$ cat config.mk
export PLATFORM = sky130hd
export DESIGN_NAME = pwm9_serializer
export DESIGN_NICKNAME = d
export VERILOG_FILES = /design/src/rtl/pwm9_pkg.sv /design/src/rtl/pwm9_phase_ctr.sv /design/src/rtl/pwm9_lfsr.sv /design/src/rtl/pwm9_pattern.sv /design/src/rtl/pwm9_serializer.sv
export SDC_FILE = /design/constraint.sdc
export NUM_CORES = 1
export LEC_CHECK = 0
export BUFFER_PORTS_ARGS = -buffer_cell sky130_fd_sc_hd__buf_2
export CORE_MARGIN = 5
export CORE_UTILIZATION = 53
export DETAILED_ROUTE_END_ITERATION = 10
export PLACE_DENSITY = 0.75
export SLEW_MARGIN = 10
export SYNTH_ARGS = -nofsm -noshare
export SYNTH_HDL_FRONTEND = slang
export SYNTH_SLANG_ARGS = --single-unit
export TNS_END_PERCENT = 50
$ cat constraint.sdc
create_clock -name clk -period 2.7 [get_ports clk]
set_clock_uncertainty 0.1 [all_clocks]
set_input_delay 0 -clock clk [delete_from_list [all_inputs] [get_ports clk]]
set_output_delay 0 -clock clk [all_outputs]
set_load 0.01 [all_outputs]
$ cat src/rtl/pwm9_pkg.sv
// Shared constants for the nine-level serial frame encoder.
// Assumes a frame length that is a power of two.
package pwm9_pkg;
    localparam int unsigned PWM_FRAME  = 8;
    localparam int unsigned PWM_LVL_W  = $clog2(PWM_FRAME + 1);
    localparam int unsigned PWM_ROT_W  = $clog2(PWM_FRAME);
    localparam int unsigned PRN_W      = 8;
    localparam logic [PRN_W-1:0] PRN_TAPS = 8'hB8;
    localparam logic [PRN_W-1:0] PRN_SEED = 8'h5A;
endpackage

$ cat src/rtl/pwm9_phase_ctr.sv
// Frame phase counter: counts 0..FRAME_LEN-1 and flags the last bit.
// Assumes FRAME_LEN is a power of two; holds 0 in reset.
module pwm9_phase_ctr #(
    parameter int unsigned FRAME_LEN = 8,
    localparam int unsigned PH_W     = $clog2(FRAME_LEN)
) (
    input  logic            clk,
    input  logic            rst_n,
    output logic [PH_W-1:0] phase,
    output logic            last
);
    localparam logic [PH_W-1:0] PH_LAST = PH_W'(FRAME_LEN - 1);

    // advance one bit position per clock
    always_ff @(posedge clk) begin
        if (!rst_n) phase <= '0;
        else        phase <= (phase == PH_LAST) ? '0 : phase + 1'b1;
    end

    assign last = (phase == PH_LAST);
endmodule

$ cat src/rtl/pwm9_lfsr.sv
// Fibonacci LFSR stepped once per frame; exposes its low OUT_W bits.
// Assumes SEED is nonzero and TAPS gives a maximal-length sequence.
module pwm9_lfsr #(
    parameter int unsigned W        = 8,
    parameter logic [W-1:0] TAPS    = 8'hB8,
    parameter logic [W-1:0] SEED    = 8'h5A,
    parameter int unsigned OUT_W    = 3
) (
    input  logic             clk,
    input  logic             rst_n,
    input  logic             step,
    output logic [OUT_W-1:0] value
);
    logic [W-1:0] state;
    logic         fb;

    assign fb = ^(state & TAPS);

    // shift in the feedback bit on each step
    always_ff @(posedge clk) begin
        if (!rst_n)    state <= SEED;
        else if (step) state <= {state[W-2:0], fb};
    end

    assign value = state[OUT_W-1:0];
endmodule

$ cat src/rtl/pwm9_pattern.sv
// Combinational frame builder: clamps the level, forms a thermometer
// code, rotates it by the offset and substitutes the mute pattern.
// Assumes FRAME_LEN is an even power of two.
module pwm9_pattern #(
    parameter int unsigned FRAME_LEN = 8,
    localparam int unsigned LVL_W    = $clog2(FRAME_LEN + 1),
    localparam int unsigned ROT_W    = $clog2(FRAME_LEN)
) (
    input  logic [LVL_W-1:0]     level,
    input  logic                 restrict_en,
    input  logic                 mute,
    input  logic                 rot_en,
    input  logic [ROT_W-1:0]     offset,
    output logic [FRAME_LEN-1:0] pattern,
    output logic                 sat
);
    localparam logic [LVL_W-1:0] HI_FULL = LVL_W'(FRAME_LEN);
    localparam logic [LVL_W-1:0] HI_RES  = LVL_W'(FRAME_LEN - 1);
    localparam logic [LVL_W-1:0] LO_RES  = LVL_W'(1);

    logic [LVL_W-1:0]     lvl_c;
    logic [LVL_W-1:0]     hi;
    logic                 clip;
    logic [ROT_W-1:0]     off_eff;
    logic [FRAME_LEN-1:0] therm;
    logic [FRAME_LEN-1:0] rotated;
    logic [FRAME_LEN-1:0] alt;

    // clamp the level into the range the current mode allows
    always_comb begin
        hi    = restrict_en ? HI_RES : HI_FULL;
        lvl_c = level;
        clip  = 1'b0;
        if (level > hi) begin
            lvl_c = hi;
            clip  = 1'b1;
        end else if (restrict_en && (level < LO_RES)) begin
            lvl_c = LO_RES;
            clip  = 1'b1;
        end
    end

    assign off_eff = rot_en ? offset : '0;

    genvar gi;
    generate
        for (gi = 0; gi < FRAME_LEN; gi++) begin : g_bit
            logic [ROT_W-1:0] src;
            assign therm[gi]   = (LVL_W'(gi) < lvl_c);
            assign src         = ROT_W'(gi) - off_eff;
            assign rotated[gi] = therm[src];
            assign alt[gi]     = ((gi % 2) == 0);
        end
    endgenerate

    assign pattern = mute ? alt : rotated;
    assign sat     = clip & ~mute;
endmodule

$ cat src/rtl/pwm9_serializer.sv
// Nine-level serial frame encoder top. Captures the level and controls
// at the last bit of each frame, loads the next frame pattern and
// shifts it out one bit per clock. Assumes level_valid is pulsed about
// once per frame by the quantiser.
module pwm9_serializer #(
    parameter int unsigned FRAME_LEN = pwm9_pkg::PWM_FRAME,
    parameter int unsigned PRN_W     = pwm9_pkg::PRN_W,
    parameter logic [PRN_W-1:0] PRN_TAPS = pwm9_pkg::PRN_TAPS,
    parameter logic [PRN_W-1:0] PRN_SEED = pwm9_pkg::PRN_SEED,
    localparam int unsigned LVL_W    = $clog2(FRAME_LEN + 1),
    localparam int unsigned ROT_W    = $clog2(FRAME_LEN)
) (
    input  logic             clk,
    input  logic             rst_n,
    input  logic [LVL_W-1:0] level_in,
    input  logic             level_valid,
    input  logic             rot_en,
    input  logic             restrict_en,
    input  logic             mute,
    output logic             bit_out,
    output logic             sat_flag
);
    logic [ROT_W-1:0]     phase;
    logic                 frame_last;
    logic [ROT_W-1:0]     prn_off;
    logic [LVL_W-1:0]     level_hold;
    logic [LVL_W-1:0]     level_sel;
    logic [FRAME_LEN-1:0] pat_next;
    logic                 sat_next;
    logic [FRAME_LEN-1:0] pat_q;
    logic                 sat_q;

    pwm9_phase_ctr #(.FRAME_LEN(FRAME_LEN)) u_phase (
        .clk   (clk),
        .rst_n (rst_n),
        .phase (phase),
        .last  (frame_last)
    );

    pwm9_lfsr #(.W(PRN_W), .TAPS(PRN_TAPS), .SEED(PRN_SEED), .OUT_W(ROT_W)) u_prn (
        .clk   (clk),
        .rst_n (rst_n),
        .step  (frame_last),
        .value (prn_off)
    );

    // keep the most recently presented level
    always_ff @(posedge clk) begin
        if (!rst_n)           level_hold <= '0;
        else if (level_valid) level_hold <= level_in;
    end

    assign level_sel = level_valid ? level_in : level_hold;

    pwm9_pattern #(.FRAME_LEN(FRAME_LEN)) u_pat (
        .level       (level_sel),
        .restrict_en (restrict_en),
        .mute        (mute),
        .rot_en      (rot_en),
        .offset      (prn_off),
        .pattern     (pat_next),
        .sat         (sat_next)
    );

    // load the next frame at the frame boundary
    always_ff @(posedge clk) begin
        if (!rst_n) begin
            pat_q <= '0;
            sat_q <= 1'b0;
        end else if (frame_last) begin
            pat_q <= pat_next;
            sat_q <= sat_next;
        end
    end

    assign bit_out  = pat_q[phase];
    assign sat_flag = sat_q;
endmodule

After elaboration in Yosys (flattened, before gate mapping)
Index checks and enable logic that the tools add are counted.

operators by class
  $add $sub $neg = 9
  $lt $le $gt $ge = 19
  equal/unequal tests = 1
  mux-type cells = 26
  bitwise logic cells = 3
  reductions and logical operators = 3

operators with widths
  operator                                             number
  < comparator 3 x 4 -> 1 bit (second input constant)  9
  binary-select mux 1 bit (select 3 bit)               9
  < comparator 3 x 4 -> 1 bit (first input constant)   4
  2-to-1 mux 4 bit                                     4
  subtractor 3 bit (first input constant)              4
  2-to-1 mux 1 bit                                     11
  < comparator 1 x 4 -> 1 bit (first input constant)   2
  < comparator 2 x 4 -> 1 bit (first input constant)   2
  2-to-1 mux 8 bit                                     1
  XOR reduction 8 bit                                  1
  subtractor 1 x 3 -> 3 bit (first input constant)     2
  subtractor 2 x 3 -> 3 bit (first input constant)     2
  greater-than comparator 4 bit                        1
  < comparator 4 x 1 -> 1 bit (second input constant)  1
  adder 3 x 1 -> 3 bit (second input constant)         1
  == test 3 bit (second input constant)                1
  2-to-1 mux 3 bit                                     1
  inverter 1 bit                                       2
  OR reduction 2 bit                                   1
  bitwise AND 1 bit                                    1
  logical AND 1 bit                                    1

word-level totals
  flip-flop bits (word level) = 24
  logic and storage cells = 66

Longest topological paths before layout
  depth in word-level cells = 9
  gate-level depth with buffers = 11
  mapped depth without buffers = 9

Cells and area by module
Synthesis repeated with hierarchy kept, for this count alone.

unflattened totals
  cell total of the unflattened synthesis = 171
  area, all modules = 1706.6 um^2

modules (own cells, without submodules)
  module           instances  cells each  area an instance (um^2)  seq. area each (um^2)
  pwm9_pattern     1          88          714.4                    0.0
  pwm9_serializer  1          44          549.3                    260.2
  pwm9_lfsr        1          31          327.8                    160.2
  pwm9_phase_ctr   1          8           115.1                    60.1

Least setup slack after synthesis
Ideal clock, no wire load.

  kind = register to register
  start = register level_hold[2]
  end = register pat_q[5]
  setup time = 0.122 ns
  arrival = 2.322 ns
  data required time = 2.478 ns
  path slack = 0.156 ns
  stages on the path, launching flop included = 10
  path buffers = 1
  clock period less this slack = 2.544 ns
  path through = dfxtp_1 > mux2_2 > ha_1 > a211oi_1 > and2_1 > dlymetal6s2s_1 > nor2_1 > a211o_1 > mux2_2 > a221o_1

on the way
  word-level cells in the longest chain between the ends = 9
  elaborated cells on any way between the ends = 17
  those cells by class = order compare: 10; mux: 6; reduce/logical: 1

ends and longest elaborated chain
  item                                                       RTL line               source
  start, declared                                            pwm9_serializer.sv:26  logic [LVL_W-1:0] level_hold;
  start signal, assigned                                     pwm9_serializer.sv:50  else if (level_valid) level_hold <= level_in;
  2-to-1 mux 4 bit (*)                                       -
  via level_sel[2]                                           pwm9_serializer.sv:27  logic [LVL_W-1:0] level_sel;
  < comparator 4 x 1 -> 1 bit                                pwm9_pattern.sv:37     end else if (restrict_en && (level < LO_RES)) begin
  logical AND 1 bit                                          pwm9_pattern.sv:37
  2-to-1 mux 4 bit                                           pwm9_pattern.sv:37
  2-to-1 mux 4 bit (*)                                       pwm9_pattern.sv:34     if (level > hi) begin
  < comparator 1 x 4 -> 1 bit, or another cell as far along  pwm9_pattern.sv:49     assign therm[gi] = (LVL_W'(gi) < lvl_c);
  binary-select mux 1 bit (select 3 bit) (*)                 pwm9_pattern.sv:51     assign rotated[gi] = therm[src];
  2-to-1 mux 1 bit (implied by the code) (*)                 pwm9_pattern.sv:51
  2-to-1 mux 8 bit (*)                                       pwm9_pattern.sv:56     assign pattern = mute ? alt : rotated;
  end signal, assigned                                       pwm9_serializer.sv:71  pat_q <= pat_next;
  end, declared                                              pwm9_serializer.sv:30  logic [FRAME_LEN-1:0] pat_q;

The timed path passes the listed nets; every way through them passes the cells marked *. The select of a mux whose other input is x is not followed.
A chain may end at the register's enable or synchronous reset.

Final worst setup path
  start = input port level_in[2]
  end = register pat_q[5]

on the way
  word-level cells in the longest chain between the ends = 9
  elaborated cells on any way between the ends = 17
  those cells by class = order compare: 10; mux: 6; reduce/logical: 1

ends and longest elaborated chain
  item                                                       RTL line               source
  start, declared                                            pwm9_serializer.sv:15  input logic [LVL_W-1:0] level_in,
  2-to-1 mux 4 bit (*)                                       -
  via level_sel[2]                                           pwm9_serializer.sv:27
  < comparator 4 x 1 -> 1 bit                                pwm9_pattern.sv:37
  logical AND 1 bit                                          pwm9_pattern.sv:37
  2-to-1 mux 4 bit                                           pwm9_pattern.sv:37
  2-to-1 mux 4 bit (*)                                       pwm9_pattern.sv:34
  < comparator 1 x 4 -> 1 bit, or another cell as far along  pwm9_pattern.sv:49
  binary-select mux 1 bit (select 3 bit) (*)                 pwm9_pattern.sv:51
  2-to-1 mux 1 bit (implied by the code) (*)                 pwm9_pattern.sv:51
  2-to-1 mux 8 bit (*)                                       pwm9_pattern.sv:56

Marks and branches as above.

==> summary.txt <==
Run status
  • Outcome: completed

Clocking
  • H-tree depth: 1
  • CTS Buf Count: 3
  • Root Driver: clkbuf_4
  • Clk sink count: 24
  • CTS max path bufs: 2
  • Clock latency on the worst-skew pair: 0.31 ns
  • Clk slew on worst S/H paths: 0.13 ns
  • CTS tree: built
  • Setup repair bufs after CTS: 0

Die
  • Io pins: 12
  • Die X: 64.1 um
  • Die ar.: 4110 um2
  • Row cnt: 19
  • Initial Utilization: 0.558
  • Die height: 64.1 um
  • Core region area: 2780 um2

Synth
  • Post-synth top cells: dfxtp_1, nand2_1, o21ai_0
  • Sequential cell area fraction in the yosys report: 0.310
  • Synth Instances: 168
  • Synthesized net count: 186
  • Synth warn: 0
  • Post-synth EDFFs: 0
  • Synthesized area: 1550 um2
  • Post-synth top area share: 0.310
  • Cell with the most instances after synthesis: dfxtp_1
  • Area leader, netlist: dfxtp_1
  • Synthesis-stage register bit count: 24
  • Yosys cell types: 50
  • Mean Syn Cell Area: 9.24 um2
  • Top_reg_cell synth: dfxtp_1
  • FFs w/ async S/R, synth: 0
  • Synth area leaders: dfxtp_1, ha_1, mux2i_1

Drt
  • DR vias/cell: 6.49
  • Avg WL per Cell: 16.0 um
  • Routed via count: 1382
  • 1st-iter DRT viols: 51
  • DR pass1 iterations: 4
  • Post-Route WL: 3420 um
  • DRC errors left: 0
  • Post-route ant nets: 0

Finish
  • Fraction of layout cells with a size suffix above 1: 0.203
  • Finished Layout Cells: 213
  • Nets: 201
  • Antenna cells: 0
  • Area grow syn2layout: 10.3%
  • Fin area: 1710 um2

Global routing
  • Gr ovfl total: 0
  • Largest net degree at the start of global routing: 20
  • Gr usage total: 0.172
  • Initial antenna violation count: 0
  • First-pass GRT wire length: 5820 um
  • Vias in the first global route: 1349

Setup path
  • Crit end category: register
  • Critical Path RT: 2.81 ns
  • Worst Path Max Fanout: 6
  • Setup CP Type: input pin to register
  • CP Data Arrival Time: 2.70 ns
  • Reg2reg path depth: 8
  • Crit Reg-Reg Endpoint: pat_q[5]
  • Critical R2R Launch: level_hold[2]
  • CP Launch Type: input pin
  • Register-to-register setup slack: 0.12 ns

Power and ir drop
  • Max VDD drop: 452 uV
  • Leakage: 0.681 nW
  • Final total power: 0.801 mW
  • Power density over the cells: 468 nW/um2

Timing
  • Slew HR: 0.736
  • RSZ-0062 raised after global routing: false
  • Final setup TNS: 0 ns
  • F_max: 386 MHz
  • Worst-Margin Slew: 0.390 ns
  • Final critical-path required period: 2.59 ns
  • Final hold vios: 0
  • Endpoints failing setup: 0
  • Slew Viols, Final: 0
  • Tcrit/Tclk final: 0.958

Placement
  • Placed wire-length estimate: 2710 um
  • Routability Congestion: 0.975
  • Cell Area, Placed: 1630 um2
  • I/O Buffers: 11
  • Inst Count DP: 207

Hold path
  • Hold endpoint: level_hold[0]
  • Hold Path Class: input pin to register
  • HP Start: level_in[0]
  • Hold Path Cell Cnt: 3

Job
  • Max Cap Viol: 0
[layer usage]
layer,global-route usage,routed length (um)
met2,0.296,1720
met3,0.0280,136
met1,0.211,1470
met5,0,0
met4,0.0738,88
[per-stage QoR]
stage | utilization | hold WS [ns] | setup WS [ns]
floorplan | - | 0.169 | 0.156
global placement | 0.587 | 0.223 | 0.159
detailed placement | 0.587 | 0.232 | 0.0624
CTS | 0.613 | 0.0300 | 0.0473
global route | 0.615 | 0.0296 | 0.00563
finish | 0.615 | 0.0381 | 0.112
[cells in the final DEF, fill, tap and decap left out, types with 3 or more instances in the layout]
cell / instances
a211oi_1: 6
a21oi_1: 9
a221o_1: 4
and2_1: 4
buf_2: 11
buf_4: 4
clkbuf_4: 3
dfxtp_1: 24
ha_1: 8
inv_1: 6
mux2_2: 5
mux2i_1: 8
nand2_1: 12
nor2_1: 8
nor2b_1: 8
nor3_1: 5
o21ai_0: 9
xnor2_1: 4
xor2_1: 3
[registers in the layout, summed over array words and instances (netlist names)]
name	cells
level_hold	4
pat_q	8
sat_flag	1
u_phase.phase	3
u_prn.state	8
[final cells by class]
type	count	area, um2
clock buffers	3	22.5
clock inverters	1	30.0
fillers	240	1070
inverters	6	22.5
multi-input cells	131	1010
flip-flops and latches	24	480
well taps	31	38.8
repair buffers	17	105
[power by group]
group	leakage (nW)	internal, mW	switching (mW)
Combinational	0.458	0.0744	0.0977
Clock	0.0279	0.150	0.108
Sequential	0.195	0.363	0.00796
Total	0.681	0.587	0.213
[critical path: stages]
cell           delay [ns]
dlygate4sd3_1        0.53
buf_2                0.14
mux2_2               0.28
ha_1                 0.34
a211oi_2             0.25
and2_2               0.23
o211ai_1             0.12
a2111oi_2            0.43
nor3_1               0.11
a221o_1              0.27
[repair_timing]
item,in CTS,in global routing
gates resized for setup,0,3
setup endpoints to repair,0,4
hold buffers,2,0
endpoints found under the hold margin,13,0
[worst max-delay path by stage]
stage / end / slack (ns) / start / cells after the start
2_1_floorplan: pat_q[5] / 0.16 / level_hold[2] / 9
3_3_place_gp: pat_q[3] / 0.16 / level_hold[2] / 8
3_5_place_dp: pat_q[5] / 0.06 / level_hold[2] / 8
4_1_cts: pat_q[3] / 0.05 / level_hold[2] / 8
5_1_grt: pat_q[5] / 0.006 / level_hold[2] / 8
6_report: pat_q[5] / 0.11 / level_in[2] / 10
[cell families (layout without fill, tap and decap cells)]
kind of cell,after synthesis,after routing,synth area share
AOI/OAI and AO/OA,51,51,0.244
xor gates and xnor gates,7,7,0.0395
adders and majority gates,8,8,0.0645
buffers and inverters,13,27,0.0419
DFF,24,24,0.310
muxes,16,16,0.127
and+or+nand+nor,49,49,0.174
(Power assumes the default switching activity.)
